$ cat src/rtl/burst_col_pkg.sv
package burst_col_pkg;
  typedef enum logic [2:0] {
    BL_ONE  = 3'b000,
    BL_TWO  = 3'b001,
    BL_FOUR = 3'b010,
    BL_EIGHT= 3'b011,
    BL_PAGE = 3'b111
  } bl_code_e;
endpackage

$ cat src/rtl/burst_cfg_decode.sv
module burst_cfg_decode
  import burst_col_pkg::*;
#(
  parameter int COL_W = 9
) (
  input  logic [2:0]       code_i,
  input  logic             il_i,
  output logic             ok_o,
  output logic             full_o,
  output logic [COL_W-1:0] mask_o
);
  logic legal;
  always_comb begin
    legal  = 1'b1;
    full_o = 1'b0;
    mask_o = '0;
    case (bl_code_e'(code_i))
      BL_ONE:   mask_o = '0;
      BL_TWO:   mask_o = COL_W'(1);
      BL_FOUR:  mask_o = COL_W'(3);
      BL_EIGHT: mask_o = COL_W'(7);
      BL_PAGE: begin
        full_o = 1'b1;
        mask_o = '1;
      end
      default:  legal = 1'b0;
    endcase
    // full page exists only for sequential order
    ok_o = legal & ~(il_i & full_o);
  end
endmodule

$ cat src/rtl/burst_beat_ctr.sv
module burst_beat_ctr #(
  parameter int COL_W = 9
) (
  input  logic             clk_i,
  input  logic             rst_ni,
  input  logic             load_i,
  input  logic             stop_i,
  input  logic [COL_W-1:0] start_col_i,
  input  logic [COL_W-1:0] mask_i,
  input  logic             full_i,
  input  logic             il_i,
  output logic             act_o,
  output logic [COL_W-1:0] start_col_o,
  output logic [COL_W-1:0] beat_o,
  output logic [COL_W-1:0] mask_o,
  output logic             il_o,
  output logic             last_o
);
  logic full_q;

  assign last_o = act_o & ~full_q & (beat_o == mask_o);

  always_ff @(posedge clk_i or negedge rst_ni) begin
    if (!rst_ni) begin
      act_o       <= 1'b0;
      start_col_o <= '0;
      beat_o      <= '0;
      mask_o      <= '0;
      full_q      <= 1'b0;
      il_o        <= 1'b0;
    end else if (load_i) begin
      act_o       <= 1'b1;
      start_col_o <= start_col_i;
      beat_o      <= '0;
      mask_o      <= mask_i;
      full_q      <= full_i;
      il_o        <= il_i;
    end else if (stop_i || last_o) begin
      act_o       <= 1'b0;
    end else if (act_o) begin
      beat_o      <= beat_o + 1'b1; // wraps at 2^COL_W in full page
    end
  end
endmodule

$ cat src/rtl/burst_col_map.sv
module burst_col_map #(
  parameter int COL_W = 9
) (
  input  logic [COL_W-1:0] start_col_i,
  input  logic [COL_W-1:0] beat_i,
  input  logic [COL_W-1:0] mask_i,
  input  logic             il_i,
  output logic [COL_W-1:0] col_o
);
  logic [COL_W-1:0] sum;
  assign sum = start_col_i + beat_i;
  always_comb begin
    if (il_i) col_o = start_col_i ^ (beat_i & mask_i);
    else      col_o = (start_col_i & ~mask_i) | (sum & mask_i);
  end
endmodule

$ cat src/rtl/burst_col_gen.sv
module burst_col_gen #(
  parameter int COL_W = 9
) (
  input  logic             clk_i,
  input  logic             rst_ni,
  input  logic             cmd_i,
  input  logic [COL_W-1:0] start_col_i,
  input  logic [2:0]       bl_code_i,
  input  logic             il_mode_i,
  input  logic             stop_i,
  output logic [COL_W-1:0] col_o,
  output logic             valid_o,
  output logic             last_o
);
  logic             cfg_ok, cfg_full;
  logic [COL_W-1:0] cfg_mask;
  logic [COL_W-1:0] st_col, beat, mask_q;
  logic             il_q;

  burst_cfg_decode #(.COL_W(COL_W)) u_dec (
    .code_i (bl_code_i),
    .il_i   (il_mode_i),
    .ok_o   (cfg_ok),
    .full_o (cfg_full),
    .mask_o (cfg_mask)
  );

  burst_beat_ctr #(.COL_W(COL_W)) u_ctr (
    .clk_i       (clk_i),
    .rst_ni      (rst_ni),
    .load_i      (cmd_i & cfg_ok),
    .stop_i      (stop_i),
    .start_col_i (start_col_i),
    .mask_i      (cfg_mask),
    .full_i      (cfg_full),
    .il_i        (il_mode_i),
    .act_o       (valid_o),
    .start_col_o (st_col),
    .beat_o      (beat),
    .mask_o      (mask_q),
    .il_o        (il_q),
    .last_o      (last_o)
  );

  burst_col_map #(.COL_W(COL_W)) u_map (
    .start_col_i (st_col),
    .beat_i      (beat),
    .mask_i      (mask_q),
    .il_i        (il_q),
    .col_o       (col_o)
  );
endmodule

$ cat config.mk
export PLATFORM = sky130hd
export DESIGN_NAME = burst_col_gen
export DESIGN_NICKNAME = d
export VERILOG_FILES = /design/src/rtl/burst_col_pkg.sv /design/src/rtl/burst_cfg_decode.sv /design/src/rtl/burst_beat_ctr.sv /design/src/rtl/burst_col_map.sv /design/src/rtl/burst_col_gen.sv
export SDC_FILE = /design/constraint.sdc
export NUM_CORES = 1
export LEC_CHECK = 0
export BUFFER_PORTS_ARGS = -buffer_cell sky130_fd_sc_hd__buf_2
export CAP_MARGIN = 20
export CORE_MARGIN = 2
export CORE_UTILIZATION = 36
export CTS_CLUSTER_SIZE = 16
export DETAILED_ROUTE_END_ITERATION = 7
export PLACE_DENSITY = 0.61
export SLEW_MARGIN = 20
export SYNTH_ARGS = -nofsm -noshare
export SYNTH_HDL_FRONTEND = slang
export SYNTH_SLANG_ARGS = --single-unit
$ cat constraint.sdc
create_clock -name clk_i -period 2.3 [get_ports clk_i]
set_input_delay 0.23 -clock clk_i [delete_from_list [all_inputs] [get_ports clk_i]]
set_output_delay 0.23 -clock clk_i [all_outputs]
set_load 0.01 [all_outputs]
==> run_results.csv, run 1 <==
group,metric,value,unit
critical_path,timing.critical_path.from_type,"flip-flop",
place,placed_cells,296,
synth,yosys_warnings,0,
cts,numCtsBuffers,3,
critical_path,timing.critical_path.fanout_max,2,
sta,fin_skew,0.001891,ns
critical_path,worst-r2r-cell-count,6,
outcome,result_of_the_run,"complete, but fails checks",
sta,max_slew.worst_pin.slew,0.5903,ns
worst_hold_path,worst_hold_path.endpoint,"u_ctr.start_col_o[1]",
detailed_routing,detail_route.drc_violations,0,
floorplan,die_height,74.60,um
grt,gr-usage-all-layers,0.1705,
cts,cts.sink_count,24,
worst_hold_path,min_path_type,"in -> reg",
sta,finalSetupTns,-0.1528,ns
sta,layout_min_cycle_time,2.386,ns
finish,final_cell_area,2242,um^2
place,area_after_dpl,2083,um^2
detailed_routing,detailedRoute.firstIterationViolations,62,
grt,vias_in_the_first_global_route,1602,
place,hpwl,3262,um
detailed_routing,ant_nets,0,
cts,cts_root_buf,"sky130_fd_sc_hd__clkbuf_8",
floorplan,fp.dieW,74.60,um
worst_hold_path,min_from,"start_col_i[1]",
detailed_routing,drt-wirelength-per-cell,13.87,um
synth,synth-edff-count,0,
sta,timing.max_slew.rel_slack,0.6065,
finish,fin_cells,304,
place,io_buffer_count,27,
synth,ys_async_sr_fraction,1.000,
floorplan,rows,25,
detailed_routing,via_count,1583,
grt,antenna_found_initial,0,
critical_path,endpoint_kind,"output pin",
finish,finalNetCount,275,
detailed_routing,vias_per_cell,5.207,
sta,final_min_period_over_clock_period,1.037,
cts,tritoncts_clock_tree,"done",
finish,finish.utilization,0.4716,
floorplan,num_io_pins,28,
critical_path,worstReg2RegEnd,"u_ctr.beat_o[5]",
pwr,worst_vdd_ir,0.0002872,V
critical_path,worst-path-buf-inv,3,
synth,synthesis.area_per_instance,9.201,um^2
outcome,failed_checks,"setup timing",
cts,cts-root-to-sink-buffers,2,
critical_path,r2r_start,"u_ctr.full_q",
grt,global_route.overflow_total,0,
place,finalWeightedCongestion,0.8237,
critical_path,crit_path_max_incr_delay,0.38,ns
finish,num_antenna_cells,0,
pwr,totalPowerFinal,1.333,mW
critical_path,largest_delay_share_family_worst_path,"adder cells",
detailed_routing,dr.pass1.iters,4,
synth,synth_fp_nets,231,
finish,synthToLayoutAreaGrowth,24.97,%
floorplan,initial_utilization,0.3774,
grt,largest_net_degree_at_the_start_of_global_routing,25,
critical_path,cp.required,2.07,ns
pwr,power_per_cell_area,594.7,nW/um^2
job,max_cap_viol_count,0,
synth,synthCells,195,
detailed_routing,routed_wirelength,4216,um
synth,synthesis.area,1794,um^2
critical_path,crit_arrival,2.16,ns
cts,h-tree-depth,1,
sta,minimum_setup_slack_in_the_final_design,-0.08610,ns
critical_path,critical-path-slowest-cell,"sky130_fd_sc_hd__dfrtp_1",
grt,grt_first_pass_wirelength,7279,um
pwr,power.leakage,1.024,nW
sta,maxSlewViolCount,0,
finish,final_layout_size_suffix_gt1_frac,0.3080,
sta,unrepaired_setup_endpoints_after_global_routing,"yes",
finish,multi_input_comb_area,1219,um^2
critical_path,reg2reg_slack,0.26,ns
synth,postSynth.topFlopCell,"sky130_fd_sc_hd__dfrtp_1",
sta,finalSetupViolCount,2,
synth,post_synth_num_cell_types,40,
sta,final-hold-violation-count,0,
worst_hold_path,whs_path_depth,3,
synth,synth-seq-cells,24,
finish,regArea,603.1,um^2
critical_path,crit_chain,"ha_2, inv_2, fa_2, nor2b_2, buf_4, o21a_1, nor3_1, nand3b_1, a22oi_1, buf_2",
finish,fillerInstances,489,
synth,synth_sequential_area_ratio,0.3347,
sta,maxClockFrequency,419.1,MHz
critical_path,worstSetupPathType,"reg -> out",
cts,path_clk_slew,0.09,ns
cts,clk-insertion-delay-late,0.27,ns
floorplan,core-area,4755,um^2
floorplan,die_area,5564,um^2
-- metal layers --
metal	GRT usage	vias to the layer above	share of wire
met5	0	-	0
met4	0.05357	0	0.015
met3	0.02033	7	0.022
met2	0.2822	23	0.47
met1	0.2330	755	0.49
li1	-	798	-
-- synthesized netlist by cell type, types with 2 or more instances --
library cell | count | area share
sky130_fd_sc_hd__a22oi_1 | 3 | 0.013
sky130_fd_sc_hd__nand4_1 | 4 | 0.014
sky130_fd_sc_hd__a211oi_1 | 7 | 0.029
sky130_fd_sc_hd__mux2_2 | 9 | 0.056
sky130_fd_sc_hd__ha_1 | 18 | 0.13
sky130_fd_sc_hd__nor2_1 | 13 | 0.027
sky130_fd_sc_hd__nor2b_1 | 6 | 0.021
sky130_fd_sc_hd__nand2b_1 | 2 | 0.0070
sky130_fd_sc_hd__a22o_1 | 2 | 0.0098
sky130_fd_sc_hd__nand3_1 | 3 | 0.0084
sky130_fd_sc_hd__xnor2_1 | 10 | 0.049
sky130_fd_sc_hd__inv_1 | 7 | 0.015
sky130_fd_sc_hd__o21ai_0 | 15 | 0.042
sky130_fd_sc_hd__o2111ai_1 | 2 | 0.0098
sky130_fd_sc_hd__a21o_1 | 2 | 0.0084
sky130_fd_sc_hd__xor2_1 | 7 | 0.034
sky130_fd_sc_hd__nor3_1 | 6 | 0.017
sky130_fd_sc_hd__and3_1 | 2 | 0.0070
sky130_fd_sc_hd__clkbuf_1 | 2 | 0.0042
sky130_fd_sc_hd__a31oi_1 | 2 | 0.0070
sky130_fd_sc_hd__nand2_1 | 20 | 0.042
sky130_fd_sc_hd__a21oi_1 | 12 | 0.033
sky130_fd_sc_hd__dfrtp_1 | 24 | 0.33
-- cells by family (layout without fill, tap and decap cells) --
logic type      Yosys count  in the layout  share of synthesized area
simple gates             61             61                     0.1674
compound gates           52             52                     0.1883
flops                    24             24                     0.3347
fa+ha+maj                19             19                     0.1367
xor+xnor                 17             17                    0.08298
buf+inv                  12             54                    0.02790
mux                      10             10                    0.06207
-- cell type report --
type | count | area share
Inverter | 7 | 0.01172
Timing Repair Buffer | 44 | 0.1200
Tap cell | 67 | 0.03739
Multi-Input combinational cell | 159 | 0.5435
Sequential cell | 24 | 0.2690
Clock buffer | 3 | 0.01842
-- cell usage in the layout (no fill, tap or decap), types with 5 or more instances in the layout --
cell                       count
sky130_fd_sc_hd__buf_2        27
sky130_fd_sc_hd__dfrtp_1      22
sky130_fd_sc_hd__nand2_1      20
sky130_fd_sc_hd__buf_4        15
sky130_fd_sc_hd__nor2_1       13
sky130_fd_sc_hd__ha_1         13
sky130_fd_sc_hd__a21oi_1      12
sky130_fd_sc_hd__o21ai_0      12
sky130_fd_sc_hd__xnor2_1      10
sky130_fd_sc_hd__mux2_2        9
sky130_fd_sc_hd__xor2_1        7
sky130_fd_sc_hd__inv_1         6
sky130_fd_sc_hd__nor3_1        6
sky130_fd_sc_hd__nor2b_1       5
sky130_fd_sc_hd__a211oi_1      5
-- power breakdown --
part | leakage [nW] | internal, mW | switching (mW)
logic | 0.703 | 0.272 | 0.277
clock network | 0.0216 | 0.118 | 0.143
registers | 0.300 | 0.469 | 0.0546
-- per-stage QoR --
stage / setup slack (ns) / hold WS, ns
after floorplan: 0.1561 / -0.06559
after global placement: 0.05130 / 0.2569
after detailed placement: 0.002400 / 0.2637
after CTS: -0.08026 / 0.1651
after global routing: -0.2113 / 0.1649
final: -0.08610 / 0.1610
-- what timing repair did --
action	in CTS	in global routing
resized for setup	10	11
hold buffers	1	0
pin swaps	2	7
setup buffers	3	1
gates cloned	0	0
setup endpoints to repair	5	12
hold endpoints to repair	24	0
-- flip-flops by register name, indices dropped and copies added (netlist names) --
name and cells:
u_ctr.beat_o 9, u_ctr.start_col_o 9, u_ctr.mask_o 3, u_ctr.act_o 1, u_ctr.full_q 1, u_ctr.il_o 1
-- worst reg2reg max path: cells and delay by family, from the launching register on --
kind / cells / cell delay, ns
XOR/XNOR: 1 / 0.16
adder cells (fa/ha/maj): 1 / 0.31
AO/OA/AOI/OAI: 1 / 0.35
AND/OR/NAND/NOR: 3 / 0.53
flip-flops: 1 / 0.58
-- how the worst max path moves through the flow --
stage | start | to | depth (start not counted)
after global routing | u_ctr.start_col_o[0] | col_o[8] | 9
final | u_ctr.start_col_o[0] | col_o[4] | 10
after CTS | u_ctr.start_col_o[0] | col_o[8] | 9
after global placement | u_ctr.start_col_o[0] | col_o[8] | 9
after detailed placement | u_ctr.start_col_o[0] | col_o[8] | 9
after floorplan | u_ctr.beat_o[0] | col_o[8] | 8
Note: power is estimated with default switching activity, not from simulation.
==> run 2, diff against run 1 <==
--- a/config.mk
+++ b/config.mk
@@ -7,11 +7,10 @@
 export LEC_CHECK = 0
 export BUFFER_PORTS_ARGS = -buffer_cell sky130_fd_sc_hd__buf_2
 export CAP_MARGIN = 20
-export CORE_MARGIN = 2
 export CORE_UTILIZATION = 36
 export CTS_CLUSTER_SIZE = 16
 export DETAILED_ROUTE_END_ITERATION = 7
-export PLACE_DENSITY = 0.61
+export MAX_ROUTING_LAYER = met4
 export SLEW_MARGIN = 20
 export SYNTH_ARGS = -nofsm -noshare
 export SYNTH_HDL_FRONTEND = slang
==> run 2 against run 1 <==
  * Die area decreased by 5.3%
  * Maximum frequency decreased by 0.65%
  * Register-to-register slack got worse by 0.04 ns
  * Worst hold slack improved by 0.0031 ns
  * Total power increased by 4.6%
  * The run still ends with setup timing left
==> run_results.csv, run 2 (synthesis results as in run 1) <==
group,metric,value,unit
finish,regArea,603.1,um^2
critical_path,endpoint_kind,"output pin",
cts,numCtsBuffers,3,
cts,cts.sink_count,24,
pwr,switchingPower,490.1,uW
critical_path,r2r_start,"u_ctr.beat_o[0]",
critical_path,crit_arrival,2.17,ns
sta,maxSlewViolCount,0,
sta,final-hold-violation-count,0,
pwr,clock_power_share,0.215,
cts,h-tree-depth,1,
floorplan,die_area,5270,um^2
sta,timing.max_slew.rel_slack,0.6198,
sta,maxClockFrequency,416.4,MHz
floorplan,die_height,72.60,um
grt,grt_first_pass_wirelength,7003,um
finish,largestRegisters,"u_ctr.beat_o (9), u_ctr.start_col_o (9), u_ctr.mask_o (3)",
job,max_cap_viol_count,0,
place,io_buffer_count,27,
grt,gr-usage-all-layers,0.1772,
floorplan,rows,25,
outcome,failed_checks,"setup timing",
pwr,comb_power_share,0.410,
critical_path,reg2reg_slack,0.22,ns
critical_path,timing.critical_path.fanout_max,2,
floorplan,num_io_pins,28,
finish,multi_input_comb_area,1241,um^2
detailed_routing,detail_route.drc_violations,0,
cts,cts-root-to-sink-buffers,2,
worst_hold_path,worst_hold_path.endpoint,"u_ctr.start_col_o[1]",
detailed_routing,routed_wirelength,4345,um
pwr,totalPowerFinal,1.395,mW
finish,finalNetCount,272,
critical_path,worstReg2RegEnd,"u_ctr.beat_o[5]",
floorplan,fp.dieW,72.60,um
sta,unrepaired_setup_endpoints_after_global_routing,"yes",
floorplan,initial_utilization,0.3774,
place,hpwl,3146,um
cts,path_clk_slew,0.09,ns
detailed_routing,dr.pass1.iters,4,
cts,clk-insertion-delay-late,0.27,ns
finish,final_cell_mix,"sky130_fd_sc_hd__buf_2, sky130_fd_sc_hd__dfrtp_1, sky130_fd_sc_hd__nand2_1",
critical_path,cp.required,2.07,ns
grt,vias_in_the_first_global_route,1458,
sta,fin_hold_ws,0.1641,ns
grt,global_route.overflow_total,0,
outcome,result_of_the_run,"complete, but fails checks",
detailed_routing,via_count,1583,
sta,final_min_period_over_clock_period,1.044,
floorplan,core-area,4755,um^2
critical_path,timing.critical_path.from,"u_ctr.start_col_o[0]",
grt,antenna_found_initial,0,
cts,cts_root_buf,"sky130_fd_sc_hd__clkbuf_8",
finish,num_antenna_cells,0,
detailed_routing,detailedRoute.firstIterationViolations,103,
finish,final_layout_size_suffix_gt1_frac,0.3021,
finish,layout.cells.most_common,"sky130_fd_sc_hd__buf_2",
sta,minimum_setup_slack_in_the_final_design,-0.1016,ns
detailed_routing,drt-wirelength-per-cell,14.39,um
cts,tritoncts_clock_tree,"done",
critical_path,worst-r2r-cell-count,8,
sta,fin_skew,0.001835,ns
detailed_routing,ant_nets,0,
critical_path,timing.critical_path.from_type,"flip-flop",
place,finalWeightedCongestion,0.8524,
pwr,power.leakage,1.029,nW
sta,layout_min_cycle_time,2.402,ns
pwr,power.switching_fraction,0.3514,
detailed_routing,vias_per_cell,5.242,
worst_hold_path,min_from,"start_col_i[1]",
worst_hold_path,whs_path_depth,3,
pwr,worst_vdd_ir,0.0002944,V
finish,fillerInstances,478,
sta,max_slew.worst_pin.slew,0.5703,ns
grt,largest_net_degree_at_the_start_of_global_routing,25,
finish,synthToLayoutAreaGrowth,25.94,%
worst_hold_path,min_path_type,"in -> reg",
pwr,power_per_cell_area,617.3,nW/um^2
pwr,power.internal,904.8,uW
sta,finalSetupViolCount,3,
sta,finalSetupTns,-0.1903,ns
critical_path,worstSetupPathType,"reg -> out",
pwr,seq_power_share,0.376,
==> run 2: changes by cell type in the layout (fill, tap and decap cells not counted), sizes merged <==
| cell | previous run | this run |
|---|---|---|
| buf | 43 | 40 |
| clkbuf | 3 | 4 |
==> run 2: final cells by class <==
type	count	area share
multi-input cells	159	0.5493
inverters	7	0.01163
well taps	67	0.03710
clock buffers	4	0.02436
repair buffers	41	0.1107
flip-flops and latches	24	0.2669
==> run 2: worst max path at each step <==
stage                     slack [ns]       end
after global routing           -0.21  col_o[8]
after floorplan                 0.16  col_o[8]
after CTS                      -0.13  col_o[8]
final                          -0.10  col_o[8]
after global placement          0.06  col_o[8]
after detailed placement        0.03  col_o[8]
==> run 2: per-stage QoR <==
| step | util | setup slack (ns) | std cells | area (um^2) |
|---|---|---|---|---|
| after floorplan | - | 0.1561 | 195 | 1794 |
| after global placement | 0.4342 | 0.06385 | 294 | 2064 |
| after detailed placement | 0.4342 | 0.02932 | 294 | 2064 |
| after CTS | 0.4650 | -0.1272 | 302 | 2211 |
| after global routing | 0.4753 | -0.2120 | 302 | 2260 |
| final | 0.4753 | -0.1016 | 302 | 2260 |
==> run 2: timing repair <==
action | CTS | global route
endpoints found under the hold margin | 24 | 0
pin swaps | 6 | 3
setup buffers | 3 | 0
setup endpoints to repair | 5 | 8
hold buffers | 1 | 0
gates resized for setup | 16 | 10
==> run 2: power groups by stage <==
stage	clock network, mW	registers [mW]	logic (mW)
floorplan	0	0.523	0.309
global placement	0	0.526	0.480
detailed placement	0	0.529	0.487
CTS	0.308	0.520	0.536
global route	0.326	0.531	0.627
finish	0.299	0.524	0.571
==> run 2: layer usage <==
metal | track usage | wire (um) | up-vias
li1 | - | - | 785
met4 | 0.05229 | 46 | 0
met1 | 0.2424 | 2143 | 770
met3 | 0.008287 | 59 | 4
met2 | 0.2856 | 2095 | 24
met5 | - | 0 | -
==> run 2: critical path: stages (launching register included) <==
cell and delay (ns):
sky130_fd_sc_hd__dfrtp_1 0.37, sky130_fd_sc_hd__ha_2 0.20, sky130_fd_sc_hd__inv_2 0.04, sky130_fd_sc_hd__fa_2 0.37, sky130_fd_sc_hd__nor2b_4 0.14, sky130_fd_sc_hd__o2111ai_2 0.15
sky130_fd_sc_hd__and3b_1 0.20, sky130_fd_sc_hd__a211oi_2 0.16, sky130_fd_sc_hd__xnor2_1 0.13, sky130_fd_sc_hd__buf_2 0.14
